$ cat src/rtl/fsrx_pkg.sv
package fsrx_pkg;

    // Receiver sequencing states
    typedef enum logic [1:0] {
        ST_IDLE  = 2'd0,
        ST_SKIP  = 2'd1,
        ST_SHIFT = 2'd2
    } rx_state_e;

    // Effective data lag after decoding the 2-bit setting
    typedef enum logic [1:0] {
        LAG_0 = 2'd0,
        LAG_1 = 2'd1,
        LAG_2 = 2'd2
    } lag_e;

    // Per-edge events passed from the sequencer to the capture stage
    typedef struct packed {
        logic done;   // this edge samples the last bit of a word
        logic abort;  // a frame start cut an incomplete word short
    } rx_evt_t;

    // The reserved code falls back to a one-bit lag
    function automatic lag_e decode_lag(input logic [1:0] code);
        lag_e r;
        case (code)
            2'b00:   r = LAG_0;
            2'b10:   r = LAG_2;
            default: r = LAG_1;
        endcase
        return r;
    endfunction

endpackage

$ cat src/rtl/fsrx_start_det.sv
module fsrx_start_det (
    input  logic bit_clk,
    input  logic rst,
    input  logic fsync,
    output logic start
);
    logic fs_q;

    always_ff @(negedge bit_clk) begin
        if (rst) fs_q <= 1'b0;
        else     fs_q <= fsync;
    end

    // First sampled cycle with sync active
    assign start = fsync & ~fs_q & ~rst;

    // a start can never repeat on consecutive edges
    p_start_once_r2: assert property (@(negedge bit_clk) disable iff (rst)
        start |=> !start);

endmodule

$ cat src/rtl/fsrx_ctrl.sv
module fsrx_ctrl
    import fsrx_pkg::*;
#(
    parameter int WORD_W = 8
) (
    input  logic       bit_clk,
    input  logic       rst,
    input  logic       start,
    input  logic [1:0] lag_sel,
    output rx_evt_t    evt
);
    localparam int CNT_W = $clog2(WORD_W + 1);
    localparam logic [CNT_W-1:0] FULL_CNT = CNT_W'(WORD_W);
    localparam logic [CNT_W-1:0] LESS_CNT = CNT_W'(WORD_W - 1);
    localparam logic [CNT_W-1:0] ONE_CNT  = CNT_W'(1);

    rx_state_e        st, st_n;
    logic [CNT_W-1:0] cnt, cnt_n;
    logic             last_bit;
    lag_e             lag_now;

    assign lag_now  = decode_lag(lag_sel);
    assign last_bit = (st == ST_SHIFT) && (cnt == ONE_CNT);

    always_comb begin
        st_n      = st;
        cnt_n     = cnt;
        evt       = '0;
        case (st)
            ST_SKIP: begin
                // framing bit sampled here and dropped
                st_n  = ST_SHIFT;
                cnt_n = FULL_CNT;
            end
            ST_SHIFT: begin
                cnt_n = cnt - ONE_CNT;
                if (last_bit) begin
                    st_n     = ST_IDLE;
                    evt.done = 1'b1;
                end
            end
            default: ;
        endcase
        if (start) begin
            evt.abort = (st != ST_IDLE) && !last_bit;
            case (lag_now)
                LAG_0: begin
                    // this edge already carries the first bit
                    st_n  = ST_SHIFT;
                    cnt_n = LESS_CNT;
                end
                LAG_2: begin
                    st_n  = ST_SKIP;
                    cnt_n = '0;
                end
                default: begin
                    st_n  = ST_SHIFT;
                    cnt_n = FULL_CNT;
                end
            endcase
        end
    end

    always_ff @(negedge bit_clk) begin
        if (rst) begin
            st  <= ST_IDLE;
            cnt <= '0;
        end else begin
            st  <= st_n;
            cnt <= cnt_n;
        end
    end

    // zero lag counts the start edge as the first bit
    p_zero_lag_r3: assert property (@(negedge bit_clk) disable iff (rst)
        (start && lag_sel == 2'b00) |=> (st == ST_SHIFT && cnt == LESS_CNT));
    // the framing slot is followed by a full word of shifting
    p_skip_then_shift_r5: assert property (@(negedge bit_clk) disable iff (rst)
        (st == ST_SKIP && !start) |=> (st == ST_SHIFT && cnt == FULL_CNT));
    // the reserved code starts like a one-bit lag
    p_reserved_code_r6: assert property (@(negedge bit_clk) disable iff (rst)
        (start && lag_sel == 2'b11) |=> (st == ST_SHIFT && cnt == FULL_CNT));
    // an abort only happens while a word is in progress
    p_abort_busy_r10: assert property (@(negedge bit_clk) disable iff (rst)
        evt.abort |-> (start && st != ST_IDLE));

endmodule

$ cat src/rtl/fsrx_capture.sv
module fsrx_capture
    import fsrx_pkg::*;
#(
    parameter int WORD_W = 8
) (
    input  logic              bit_clk,
    input  logic              rst,
    input  logic              sdata,
    input  rx_evt_t           evt,
    output logic [WORD_W-1:0] word_out,
    output logic              word_vld,
    output logic              frame_err
);
    logic [WORD_W-1:0] sh;
    logic [WORD_W-1:0] word_n;

    // Shift register of the most recent samples, MSB first
    assign word_n = {sh[WORD_W-2:0], sdata};

    always_ff @(negedge bit_clk) begin
        if (rst) begin
            sh        <= '0;
            word_out  <= '0;
            word_vld  <= 1'b0;
            frame_err <= 1'b0;
        end else begin
            sh        <= word_n;
            word_vld  <= evt.done;
            frame_err <= evt.abort;
            if (evt.done) word_out <= word_n;
        end
    end

    // one-period strobe
    p_vld_pulse_r8: assert property (@(negedge bit_clk) disable iff (rst)
        word_vld |=> !word_vld);
    // output word holds unless a strobe accompanies it
    p_word_hold_r8: assert property (@(negedge bit_clk) disable iff (rst)
        !word_vld |-> $stable(word_out));
    // an aborted word never raises valid
    p_err_no_vld_r10: assert property (@(negedge bit_clk) disable iff (rst)
        frame_err |-> !word_vld);
    // error is a single-period pulse
    p_err_pulse_r10: assert property (@(negedge bit_clk) disable iff (rst)
        frame_err |=> !frame_err);

endmodule

$ cat src/rtl/fs_delay_rx.sv
module fs_delay_rx
    import fsrx_pkg::*;
#(
    parameter int WORD_W = 8
) (
    input  logic              bit_clk,
    input  logic              rst,
    input  logic              fsync,
    input  logic              sdata,
    input  logic [1:0]        lag_sel,
    output logic [WORD_W-1:0] word_out,
    output logic              word_vld,
    output logic              frame_err
);
    logic    start;
    rx_evt_t evt;

    fsrx_start_det u_start (
        .bit_clk (bit_clk),
        .rst     (rst),
        .fsync   (fsync),
        .start   (start)
    );

    fsrx_ctrl #(.WORD_W(WORD_W)) u_ctrl (
        .bit_clk (bit_clk),
        .rst     (rst),
        .start   (start),
        .lag_sel (lag_sel),
        .evt     (evt)
    );

    fsrx_capture #(.WORD_W(WORD_W)) u_cap (
        .bit_clk   (bit_clk),
        .rst       (rst),
        .sdata     (sdata),
        .evt       (evt),
        .word_out  (word_out),
        .word_vld  (word_vld),
        .frame_err (frame_err)
    );

endmodule

$ cat config.mk
export PLATFORM = sky130hd
export DESIGN_NAME = fs_delay_rx
export DESIGN_NICKNAME = d
export VERILOG_FILES = /design/src/rtl/fsrx_pkg.sv /design/src/rtl/fsrx_start_det.sv /design/src/rtl/fsrx_ctrl.sv /design/src/rtl/fsrx_capture.sv /design/src/rtl/fs_delay_rx.sv
export SDC_FILE = /design/constraint.sdc
export NUM_CORES = 1
export LEC_CHECK = 0
export BUFFER_PORTS_ARGS = -buffer_cell sky130_fd_sc_hd__buf_2
export CELL_PAD_IN_SITES_DETAIL_PLACEMENT = 0
export CELL_PAD_IN_SITES_GLOBAL_PLACEMENT = 2
export CORE_MARGIN = 2
export CORE_UTILIZATION = 38
export CTS_BUF_LIST = sky130_fd_sc_hd__clkbuf_8
export CTS_CLUSTER_SIZE = 25
export DETAILED_ROUTE_END_ITERATION = 8
export GPL_TIMING_DRIVEN = 1
export PLACE_DENSITY_LB_ADDON = 0.3
export SYNTH_ARGS = -nofsm -noshare
export SYNTH_HDL_FRONTEND = slang
export SYNTH_HIERARCHICAL = 1
export SYNTH_SLANG_ARGS = --single-unit
$ cat constraint.sdc
create_clock -name bit_clk -period 4.43 [get_ports bit_clk]
set_clock_uncertainty 0.15 [all_clocks]
set_input_delay 0.886 -clock bit_clk [delete_from_list [all_inputs] [get_ports bit_clk]]
set_output_delay 0.886 -clock bit_clk [all_outputs]
set_load 0.01 [all_outputs]
=== Word-level counts from Yosys, hierarchy flattened ===
Cells that the tools add are included.

* Flip-flop bits (word level): 24
* Bits of input ports: 6
* Output and inout bits: 10
* Logic and storage cells: 38

* Add/subtract/negate cells: 1
* Eq/ne operators: 6
* Multiplexer cells: 10
* Bitwise operators: 5
* Reduce and logical (&&, ||, !) cells: 9

{| class="wikitable"
|+ Operators with widths
! cell !! number
|-
| $pmux W4 S2 || 2
|-
| $pmux W2 S2 || 2
|-
| $eq A2 B2 Y1 const B || 3
|-
| $mux W2 || 3
|-
| $eq A4 B1 Y1 const B || 1
|-
| $logic_not A2 Y1 || 2
|-
| $mux W4 || 1
|-
| $sub A4 B1 Y4 const B || 1
|-
| $ne A3 B2 Y1 const B || 1
|-
| $not A1 Y1 || 3
|-
| $reduce_bool A3 Y1 || 1
|-
| $and A1 B1 Y1 || 2
|-
| $eq A2 B1 Y1 const B || 1
|-
| $logic_and A1 B1 Y1 || 2
|-
| $mux W1 || 2
|-
| $reduce_and A2 Y1 || 1
|-
| $reduce_bool A2 Y1 || 1
|-
| $reduce_or A2 Y1 || 1
|-
| $logic_not A1 Y1 || 1
|}

=== Logic depth before layout (Yosys ltp) ===
* Word-level depth: 5
* Depth in mapped cells: 6
* Depth with buffers taken out: 5

=== Cells and area by module ===
The synthesis kept the hierarchy.

{| class="wikitable"
|+ Modules (own cells, without submodules)
! module !! instances !! cells each !! area an instance (um^2) !! sequential area each (um^2)
|-
| fsrx_capture || 1 || 45 || 533.0 || 340.3
|-
| fsrx_ctrl || 1 || 44 || 372.9 || 120.1
|-
| fsrx_start_det || 1 || 4 || 42.5 || 20.0
|}

==> flow_summary.toml <==
[clock_tree]
clock_insertion_delay_worst_skew_ns = 0.33
cts_hold_buf = 0
h-tree-depth = 1
cts_repair_resize_count = 0
post_cts_setup_buffer_count = 0
clk_transition_reported_paths_ns = 0.05
cts_sinks = 24
cts-buffers-inserted = 3
cts_tree = "done"
cts_root_buffer = "sky130_fd_sc_hd__clkbuf_8"
bufs_on_longest_clock_path = 2

[final_layout]
fill_cells = 257
area_occupied_by_multi_input_gates_um2 = 410
num_antenna_cells = 0
ff_latch_area_um2 = 480
final_net_count = 140
final_layout_size_suffix_gt1_frac = 0.191
final_cells = 161
area_delta_synth_final_pct = 23.4

[sta]
setup_viol = 0
report.final.hold_viol_count = 0
final-max-slew-violation-count = 0
grt_setup_unrepaired = "false"
final_critical_path_setup_slack_ns = 0.364
fin_setup_tns_ns = 0
maxSlewHeadroom = 0.734
finalHoldWorstSlack_ns = 0.306
tightestPinTransition_ns = 0.397

[worst_setup_path]
worstReg2RegEnd = "u_cap/word_out[0]"
rr_worst_depth = 4
critPathKind = "reg2out"
crit_path_max_incr_delay_ns = 0.33
path_max_fanout = 2
cp_data_required_time_ns = 3.39
end_kind = "primary output"
cpMaxStageDelayCell = "sky130_fd_sc_hd__dfxtp_1"
worst_path_dominant_cell_family = "flip-flops"
cp-startpoint = "u_cap/word_out[6]"
setup.reg_to_reg.worst_slack_ns = 2.81
cp.arrival_ns = 3.03
combined_buffer_and_inverter_count_along_the_critical_path = 1
worstPathCellList = "buf_2"
r2r-start = "u_ctrl/cnt[0]"
crit_cells = 1
startpoint_type = "flop"
timing.critical_path.to = "word_out[6]"

[routing]
num_vias = 768
remaining_drc_errors = 0
wl_per_cell_um = 10.9
route.antenna.remaining_nets = 0
first_iter_violations = 7
drt_first_pass_iters = 4
finalWirelength_um = 1750
route.detailed.vias_per_inst = 4.77

[synth]
postSynthRegisterBits = 24
synth_nets = 101
most_instantiated_flip_flop_cell_in_the_synthesis_netlist = "sky130_fd_sc_hd__dfxtp_1"
synthDominantCellAreaShare = 0.507
synthDistinctLibCells = 24
syn-instance-count = 93
ys.warnings.count = 6
async_flop_share = 0
yosysTopAreaCell = "sky130_fd_sc_hd__dfxtp_1"
syn_area_um2 = 948
synth_enable_flop_cells = 0
ys_top_cells_by_count = "24 x sky130_fd_sc_hd__dfxtp_1, 12 x sky130_fd_sc_hd__nor2_1, 10 x sky130_fd_sc_hd__nor2b_1"
syn_avg_cell_area_um2 = 10.2
yosysSeqAreaShare = 0.507
yosysMostFrequentCell = "sky130_fd_sc_hd__dfxtp_1"
synthTopCellsByArea = "sky130_fd_sc_hd__dfxtp_1 51%, sky130_fd_sc_hd__mux2i_1 8.4%, sky130_fd_sc_hd__nor2b_1 6.6%"

[floorplan]
floorplan.initialDensity = 0.394
die_area_mm2 = 0.00291
num_rows = 18
io_pins = 16
vertical_extent_of_the_die_um = 54.0
placeable_core_region_mm2 = 0.00241
die_w_um = 54.0

[grt]
overflow = 0
largest_net_degree_at_the_start_of_global_routing = 26
grt_pass1_wl_um = 2860
grt.total_usage = 0.138
first_global_vias = 766
initial_antenna_violation_count = 0

[run]
cap_viol_max_count = 0

[power_and_ir_drop]
irDropWorstVdd_mv = 0.287
power.density_cell_area_mw_per_mm2 = 404
leakage_nw = 0.556

[placement]
place.detailed.instances = 136
gpl.final_weighted_congestion = 0.721
place.port_buffers = 15
dp_worst_setup_slack_ns = 0.0726
dpl.hpwl_um = 1150

[min_path]
worstHoldPathType = "reg2reg"

[outcome]
status = "finished, final reports clean"
## report_power, final
group / internal, mW / total (mW) / switching (mW) / leakage [nW]
registers: 0.224 / 0.232 / 0.00733 / 0.195
clock network: 0.0906 / 0.209 / 0.119 / 0.149
logic: 0.0161 / 0.0313 / 0.0152 / 0.212
## cell families (layout without fill, tap and decap cells)
| group | count (synthesis) | after routing | synth area share |
|---|---|---|---|
| fa+ha+maj | 2 | 2 | 0.0264 |
| compound gates | 9 | 9 | 0.0660 |
| buf+inv | 11 | 49 | 0.0607 |
| mux | 8 | 8 | 0.0844 |
| xor+xnor | 2 | 2 | 0.0185 |
| flops | 24 | 24 | 0.507 |
| simple gates | 37 | 37 | 0.237 |
## cell type report
cell class | count | share of cell area
clock buffer | 3 | 0.0353
clock inverter | 25 | 0.0813
inverter | 4 | 0.0128
multi-input combinational | 58 | 0.351
sequential | 24 | 0.411
tap | 30 | 0.0321
timing repair buffer | 17 | 0.0770
## state kept, by name, indices dropped and copies added (netlist names)
name             flops
u_cap/frame_err      1
u_ctrl/cnt           4
u_cap/word_vld       1
u_cap/sh             7
u_cap/word_out       8
u_ctrl/st            2
u_start/fs_q         1
## routing by layer
| metal | wire length, µm | track usage | part of all wire |
|---|---|---|---|
| met3 | 75 | 0.0833 | 0.043 |
| met1 | 819 | 0.143 | 0.47 |
| met4 | 0 | 0.107 | 0 |
| met2 | 856 | 0.199 | 0.49 |
| met5 | 0 | 0 | 0 |
## stage by stage
stage          utilization  area, µm²  total power, mW
2_1_floorplan            -        948            0.293
3_3_place_gp         0.434       1040            0.303
3_5_place_dp         0.434       1040            0.303
4_1_cts              0.485       1170            0.488
5_1_grt              0.485       1170            0.513
6_report             0.485       1170            0.472
## worst min-delay path by stage
stage,slack (ns),startpoint,depth (start not counted),endpoint
floorplan,0.29,u_cap/sh[0],1,u_cap/sh[1]
global placement,0.30,u_cap/sh[3],1,u_cap/sh[4]
detailed placement,0.31,u_cap/sh[2],1,u_cap/sh[3]
CTS,0.31,u_cap/sh[1],1,u_cap/sh[2]
global route,0.31,u_cap/sh[0],1,u_cap/sh[1]
finish,0.31,u_cap/sh[1],1,u_cap/sh[2]
## layout by cell type, fill, tap and decap left out, types with 2 or more instances in the layout
cell,count
sky130_fd_sc_hd__clkbuf_8,3
sky130_fd_sc_hd__ha_1,2
sky130_fd_sc_hd__buf_2,15
sky130_fd_sc_hd__nor4_1,2
sky130_fd_sc_hd__mux2i_1,8
sky130_fd_sc_hd__buf_4,2
sky130_fd_sc_hd__nor2_1,12
sky130_fd_sc_hd__nor2b_1,10
sky130_fd_sc_hd__nand3b_1,6
sky130_fd_sc_hd__or3_1,3
sky130_fd_sc_hd__dfxtp_1,24
sky130_fd_sc_hd__xnor2_1,2
sky130_fd_sc_hd__a31oi_1,3
sky130_fd_sc_hd__inv_1,28
No activity file was read; power rests on OpenSTA's default activity.
